===== config.mk =====
export PLATFORM = sky130hd
export DESIGN_NAME = ipi_send_router
export DESIGN_NICKNAME = d
export VERILOG_FILES = /design/src/rtl/ipi_router_pkg.sv /design/src/rtl/ipi_field_decode.sv /design/src/rtl/ipi_vec_onehot.sv /design/src/rtl/ipi_core_select.sv /design/src/rtl/ipi_send_router.sv
export SDC_FILE = /design/constraint.sdc
export NUM_CORES = 1
export LEC_CHECK = 0
export BUFFER_PORTS_ARGS = -buffer_cell sky130_fd_sc_hd__clkbuf_2
export CAP_MARGIN = 20
export CORE_MARGIN = 2
export CORE_UTILIZATION = 42
export DETAILED_ROUTE_END_ITERATION = 12
export PLACE_DENSITY_LB_ADDON = 0.2
export SLEW_MARGIN = 5
export SYNTH_ARGS = -nofsm -noshare
export SYNTH_HDL_FRONTEND = slang
export SYNTH_HIERARCHICAL = 1
export SYNTH_SLANG_ARGS = --single-unit
export TNS_END_PERCENT = 100

===== constraint.sdc =====
create_clock -name clk -period 0.8 [get_ports clk]
set_input_delay 0.04 -clock clk [delete_from_list [all_inputs] [get_ports clk]]
set_output_delay 0.04 -clock clk [all_outputs]
set_load 0.05 [all_outputs]

===== src/rtl/ipi_router_pkg.sv =====
package ipi_router_pkg;
  localparam int unsigned WORD_W  = 32;
  localparam int unsigned ID_W    = 10;
  localparam int unsigned ID_LSB  = 16;
  localparam int unsigned VEC_W   = 5;
  localparam int unsigned VEC_N   = 1 << VEC_W;

  typedef logic [ID_W-1:0]  core_id_t;
  typedef logic [VEC_W-1:0] vec_t;
  typedef logic [VEC_N-1:0] vec_mask_t;

  typedef struct packed {
    core_id_t core_id;
    vec_t     vec;
  } send_fields_t;
endpackage


===== src/rtl/ipi_field_decode.sv =====
module ipi_field_decode
  import ipi_router_pkg::*;
(
  input  logic [WORD_W-1:0] word_i,
  output send_fields_t      fields_o
);
  // Only the identifier and vector fields are picked; all other bits are dropped.
  always_comb begin
    fields_o.core_id = word_i[ID_LSB +: ID_W];
    fields_o.vec     = word_i[VEC_W-1:0];
  end
endmodule


===== src/rtl/ipi_vec_onehot.sv =====
module ipi_vec_onehot
  import ipi_router_pkg::*;
(
  input  vec_t      vec_i,
  output vec_mask_t mask_o
);
  for (genvar b = 0; b < VEC_N; b++) begin : g_bit
    assign mask_o[b] = (vec_i == VEC_W'(b));
  end
endmodule


===== src/rtl/ipi_core_select.sv =====
module ipi_core_select
  import ipi_router_pkg::*;
#(
  parameter int unsigned NUM_CORES = 4
) (
  input  core_id_t             core_id_i,
  output logic [NUM_CORES-1:0] hit_o,
  output logic                 in_range_o
);
  for (genvar c = 0; c < NUM_CORES; c++) begin : g_core
    assign hit_o[c] = (core_id_i == ID_W'(c));
  end

  assign in_range_o = |hit_o;

  always_comb begin
    AST_HIT_SINGLE: assert ($onehot0(hit_o));
  end
endmodule


===== src/rtl/ipi_send_router.sv =====
module ipi_send_router
  import ipi_router_pkg::*;
#(
  parameter int unsigned NUM_CORES = 4
) (
  input  logic                 clk,
  input  logic                 rst_n,
  input  logic                 wr_valid,
  input  logic [31:0]          wr_data,
  output logic                 wr_ack,
  output logic                 wr_err,
  output logic [NUM_CORES-1:0] set_valid,
  output logic [31:0]          set_mask
);
  send_fields_t          fields;
  vec_mask_t             onehot;
  logic [NUM_CORES-1:0]  hit;
  logic                  in_range;

  logic                  ack_d, ack_q;
  logic                  err_d, err_q;
  logic [NUM_CORES-1:0]  sel_d, sel_q;
  vec_mask_t             mask_d, mask_q;

  ipi_field_decode u_decode (
    .word_i   (wr_data),
    .fields_o (fields)
  );

  ipi_vec_onehot u_onehot (
    .vec_i  (fields.vec),
    .mask_o (onehot)
  );

  ipi_core_select #(.NUM_CORES(NUM_CORES)) u_select (
    .core_id_i  (fields.core_id),
    .hit_o      (hit),
    .in_range_o (in_range)
  );

  // Next-state: a write loads the result, an idle cycle clears it.
  always_comb begin
    ack_d  = 1'b0;
    err_d  = 1'b0;
    sel_d  = '0;
    mask_d = '0;
    if (wr_valid) begin
      ack_d = 1'b1;
      err_d = ~in_range;
      if (in_range) begin
        sel_d  = hit;
        mask_d = onehot;
      end
    end
  end

  always_ff @(posedge clk or negedge rst_n) begin
    if (!rst_n) begin
      ack_q  <= 1'b0;
      err_q  <= 1'b0;
      sel_q  <= '0;
      mask_q <= '0;
    end else begin
      ack_q  <= ack_d;
      err_q  <= err_d;
      sel_q  <= sel_d;
      mask_q <= mask_d;
    end
  end

  assign wr_ack    = ack_q;
  assign wr_err    = err_q;
  assign set_valid = sel_q;
  assign set_mask  = mask_q;

  AST_ACK_FOLLOWS: assert property (@(posedge clk) disable iff (!rst_n)
    wr_valid |=> wr_ack);
  AST_NO_SPURIOUS_ACK: assert property (@(posedge clk) disable iff (!rst_n)
    !wr_valid |=> !wr_ack);
  AST_MASK_ONEHOT: assert property (@(posedge clk) disable iff (!rst_n)
    (|set_valid) |-> $onehot(set_mask));
  AST_SET_SINGLE: assert property (@(posedge clk) disable iff (!rst_n)
    $onehot0(set_valid));
  AST_SET_NEEDS_ACK: assert property (@(posedge clk) disable iff (!rst_n)
    (|set_valid) |-> (wr_ack && !wr_err));
  AST_ERR_NO_SET: assert property (@(posedge clk) disable iff (!rst_n)
    wr_err |-> (wr_ack && set_valid == '0 && set_mask == '0));
endmodule


==> metrics.yaml, run 1 <==
status: "complete, but fails checks"
violations: "negative setup slack"
cp_slowest_cell: "or4_4"
layout_setup_ws_ns: -0.191
die-height_um: 66.5
io_buffers: 55
ioPinCount: 73
drtPass1Iterations: 4
grt_pass1_vias: 1204
final_antenna_net_count: 0
cpLargestDelayFamily: "simple AND/OR/NAND/NOR gates"
hold_slack_ns: 0.127
max_freq_mhz: 1010
ir_drop_v: 0.000590
track_usage_pct: 17.2
cts_buffers: 5
ys_types: 21
overflow: 0
dpl.hpwl_mm: 2.29
rsz0062_at_grt: "yes"
cp.required_ns: 1.03
hold_path.class: "primary input to register"
cp.buffers_inverters: 2
viasPerCell: 4.83
yosysSeqAreaShare_pct: 57.9
arrival_ns: 1.22
period_share_pct: 124
worst_slew_pin_slew_ns: 0.536
syn_to_final_growth_pct: 46.1
yosys_warnings: 6
dieWidth_um: 66.5
syn_inst: 152
synthesis.area_um2: 1640
path_clk_slew_ns: 0.07
fin_util_pct: 64.6
numClockSinks: 38
wire_per_inst_um: 13.2
placementRows: 22
finalNetCount: 234
cts_buffer_depth: 2
final_cell_mix: "buf_8 (38), dfrtp_1 (38), nor2_1 (32)"
grt_start_max_net_pins: 39
p_leak_uw: 0.00127
power_density_nw_per_um2: 1470
period_needed_ns: 0.991
syn-num-nets: 187
drc: 0
maxSlewViolCount: 0
critPathKind: "primary input to register"
end_kind: "register"
drt_wl_total_mm: 3.26
total_power_uw: 3520
cts_root_buf: "clkbuf_8"
syn_area_per_cell_um2: 10.8
htree_levels: 2
yosysTopAreaCell: "dfrtp_1"
num_antenna_cells: 0
dp_slack_ns: -0.498
synth_top_area_share_pct: 57.9
start_util_pct: 44.2
finalSetupViolCount: 75
cp_max_fo: 4
max_slew_margin_pct: 64.3
antenna_found_initial: 0
grt_pass1_wl_mm: 5.62
min_path_cells: 3
path_depth: 5
crit_chain: "clkbuf_2 -> or4_4 -> buf_12 -> nor4b_2 -> and3_2"
cpPeakStageDelay_ns: 0.56
drive_above_1_share_pct: 44.0
maxCapViolCount: 0
dieArea_um2: 4430
synth_area_leaders: "dfrtp_1 (58%), and3_1 (11%), nor2_1 (7.5%)"
ys_ff_latch: 38
gp_congestion: 0.789
finalHoldViolations: 0
timing.setup.tns_ns: -7.95
fp.coreArea_um2: 3720
vias: 1198
drtIter0Drc: 61
cts_tree: "built"
cp-start-kind: "primary input"
routing by layer:
metal | track usage, % | routed length [um] | vias up
met1 | 22.1 | 1440 | 575
met4 | 6.12 | 46 | 0
li1 | - | - | 580
met5 | 0 | 0 | -
met3 | 5.24 | 152 | 4
met2 | 27.4 | 1620 | 39
Yosys cell counts:
library cell   n
nor2_1        33
and3_1        29
or2_2          1
clkbuf_1       3
nor4_1         2
nand2_1        2
buf_2          3
dfrtp_1       38
nor3_1         1
and2b_2        1
nor4b_2        1
nand3_1        1
buf_6          3
or3_1          1
or3b_4         3
nand3b_1       3
nand2b_1       2
buf_4         15
and3_2         7
or4_4          2
inv_1          1
where the power goes:
part / switching (uW) / internal (uW) / leakage, uW
Combinational: 171 / 108 / 0.000698
Clock: 621 / 694 / 0.0000482
Sequential: 3.41 / 1930 / 0.000527
kinds of logic after synthesis:
family                 after synthesis  share of synthesized area (%)
flip-flops                          38                           57.9
buffers and inverters               25                           10.7
AND/OR/NAND/NOR                     89                           31.4
final timing paths:
path	start	endpoint	slack (ns)
setup / recovery	wr_data[22]	set_valid[2]	-0.19
hold / removal	wr_data[17]	set_valid[1]	0.13
min in group asynchronous	rst_n	set_mask[13]	0.25
max in group asynchronous	rst_n	set_mask[29]	0.37
per-stage QoR:
stage	instance area, um^2	instances
after global routing	2400	248
after CTS	2330	247
after detailed placement	1890	238
after global placement	1890	238
after floorplan	1680	152
final	2400	248
layout make-up:
class                           instances  area [um^2]
Clock buffer                            7         86.3
Clock inverter                          1         5.00
Fill cell                             290         1320
Multi-Input combinational cell         89          536
Timing Repair Buffer                   64          758
Sequential cell                        38          951
Tap cell                               48         60.1
Inverter                                1         3.75
registers in the layout, indices dropped and copies added (netlist names):
| register | flops |
|---|---|
| set_mask | 32 |
| set_valid | 4 |
| wr_ack | 1 |
| wr_err | 1 |
repair_timing:
| item | CTS | global route |
|---|---|---|
| gates cloned | 0 | 0 |
| pin swaps | 1 | 1 |
| hold endpoints to repair | 38 | 0 |
| hold buffers | 1 | 0 |
| setup endpoints to repair | 75 | 75 |
| buffers inserted | 0 | 1 |
| resized for setup | 78 | 40 |
(Power assumes the default switching activity.)
==> run 2: changes to the inputs <==
- ABC_AREA: not set -> 1
- CORE_UTILIZATION: 42 -> 43
==> run 2 against run 1 <==
  * The run still ends with negative setup slack left
  * Utilization is 0.81 points lower
  * Flip-flop and latch count stayed put
  * Hold slack worse by 0.058 ns
  * Combinational power is 10% higher
  * Synthesized cell count is 40% higher
  * Via count is 12% higher
  * Area after synthesis is 6.9% higher
  * Critical path type is now register to output port
  * Largest cell class unchanged
==> metrics.yaml, run 2 <==
status: "complete, but fails checks"
violations: "negative setup slack"
die-height_um: 67.9
start_util_pct: 44.2
cp.required_ns: 0.76
worst_slew_pin_slew_ns: 0.364
maxSlewViolCount: 0
cpLargestDelayFamily: "flip-flops"
instances_no_fill: 313
async_flop_share_pct: 100
synth_edf_count: 0
cp_slowest_cell: "dfrtp_1"
numClockSinks: 38
hold_path.class: "primary input to register"
synth_area_leaders: "dfrtp_1 (54%), nor2_1 (14%), inv_1 (9.6%)"
vias: 1337
end_kind: "output port"
crit_chain: "buf_8"
synth_top_area_share_pct: 54.1
cts_root_buf: "clkbuf_8"
final_common_cell: "nor2_1"
layout_setup_ws_ns: -0.0916
cp_max_fo: 1
fp.coreArea_um2: 3970
ys.flop_type: "dfrtp_1"
final_cell_mix: "nor2_1 (63), inv_1 (45), buf_8 (38), dfrtp_1 (38), nand2_1 (21)"
cp-start-kind: "register"
period_share_pct: 111
drive_above_1_share_pct: 31.9
drc: 0
path_clk_slew_ns: 0.07
yosysMostFrequentCell: "nor2_1"
rsz0062_at_grt: "yes"
dpl.hpwl_mm: 2.24
drtPass1Iterations: 4
grt_pass1_wl_mm: 5.53
ys_types: 13
placementRows: 23
cts_buffer_depth: 2
dieWidth_um: 67.9
finalHoldViolations: 0
critPathKind: "register to output port"
finalNetCount: 297
gp_congestion: 0.777
p_leak_uw: 0.00119
synthesis.area_um2: 1760
dieArea_um2: 4610
max_freq_mhz: 1120
syn-num-nets: 248
viasPerCell: 4.27
synth_common_cells: "nor2_1 (66), inv_1 (45), dfrtp_1 (38)"
max_slew_margin_pct: 75.7
overflow: 0
io_buffers: 55
antenna_found_initial: 0
final_antenna_net_count: 0
grt_start_max_net_pins: 39
cp.buffers_inverters: 1
yosysTopAreaCell: "dfrtp_1"
grt_pass1_vias: 1344
arrival_ns: 0.85
cts_buffers: 5
syn_inst: 213
num_antenna_cells: 0
syn_area_per_cell_um2: 8.25
ir_drop_v: 0.000762
yosys_warnings: 6
finalSetupViolCount: 38
drt_wl_total_mm: 3.28
power_density_nw_per_um2: 1470
drtIter0Drc: 47
cpPeakStageDelay_ns: 0.40
ys_ff_latch: 38
maxCapViolCount: 0
yosysSeqAreaShare_pct: 54.1
track_usage_pct: 16.6
htree_levels: 2
dp_slack_ns: -0.168
ioPinCount: 73
placedCellCount: 303
cts_tree: "built"
wire_per_inst_um: 10.5
syn_to_final_growth_pct: 44.2
period_needed_ns: 0.892
largest_register_ffs: 32
## run 2: changes by cell type in the layout (fill, tap and decap cells not counted), sizes merged, moves of 3 or more
cell	change
nor3	+13
or3b	-3
inv	+45
nand2	+22
nor2	+37
nand3b	-3
and3	-36
## run 2: cell type report
cell class                 count  area (um^2)
sequential                    38          951
inverter                      46          173
fill                         352         1440
multi-input combinational    108          503
clock buffer                   8          110
timing repair buffer          63          733
tap                           50         62.6
## run 2: final timing paths
kind / startpoint / cells past startpoint / end
setup / recovery: set_mask[31] / 1 / set_mask[31]
hold / removal: wr_data[16] / 5 / set_valid[3]
max in group asynchronous: rst_n / 3 / set_mask[6]
min in group asynchronous: rst_n / 3 / set_mask[26]
## run 2: power breakdown
part | internal [uW] | switching, uW | total (uW)
combinational | 111 | 197 | 308
clock | 869 | 616 | 1480
sequential | 1930 | 3.88 | 1930
## run 2: cell families after synthesis
| group | after synthesis | share of synthesized area (%) |
|---|---|---|
| AND/OR/NAND/NOR | 108 | 26.4 |
| buffers and inverters | 67 | 19.5 |
| flip-flops | 38 | 54.1 |
## run 2: metrics by stage
stage                     hold WS [ns]  TNS [ns]  total power [uW]  utilization, %  cell area [um^2]
after floorplan                 -0.256    -0.825              2200               -              1830
after global placement          0.0240     -3.28              2250            50.9              2020
after detailed placement        0.0238     -4.46              2260            50.9              2020
after CTS                       0.0590     -3.23              3770            62.6              2480
after global routing            0.0962     -3.78              3900            63.8              2530
final                           0.0687     -2.67              3720            63.8              2530
## run 2: routing by layer
layer / vias to the layer above / GRT usage, % / wire length (um) / part of all wire (%)
li1: 685 / - / - / -
met1: 606 / 16.9 / 1230 / 38
met2: 39 / 30.3 / 1790 / 54
met3: 7 / 5.43 / 190 / 5.8
met4: 0 / 8.25 / 74 / 2.3
met5: - / 0 / 0 / 0
## run 2: what timing repair did
action / 4_1_cts / 5_1_grt
hold buffers: 2 / 0
setup buffers: 0 / 0
endpoints found under the hold margin: 40 / 0
resized for setup: 76 / 38
setup endpoints to repair: 38 / 38
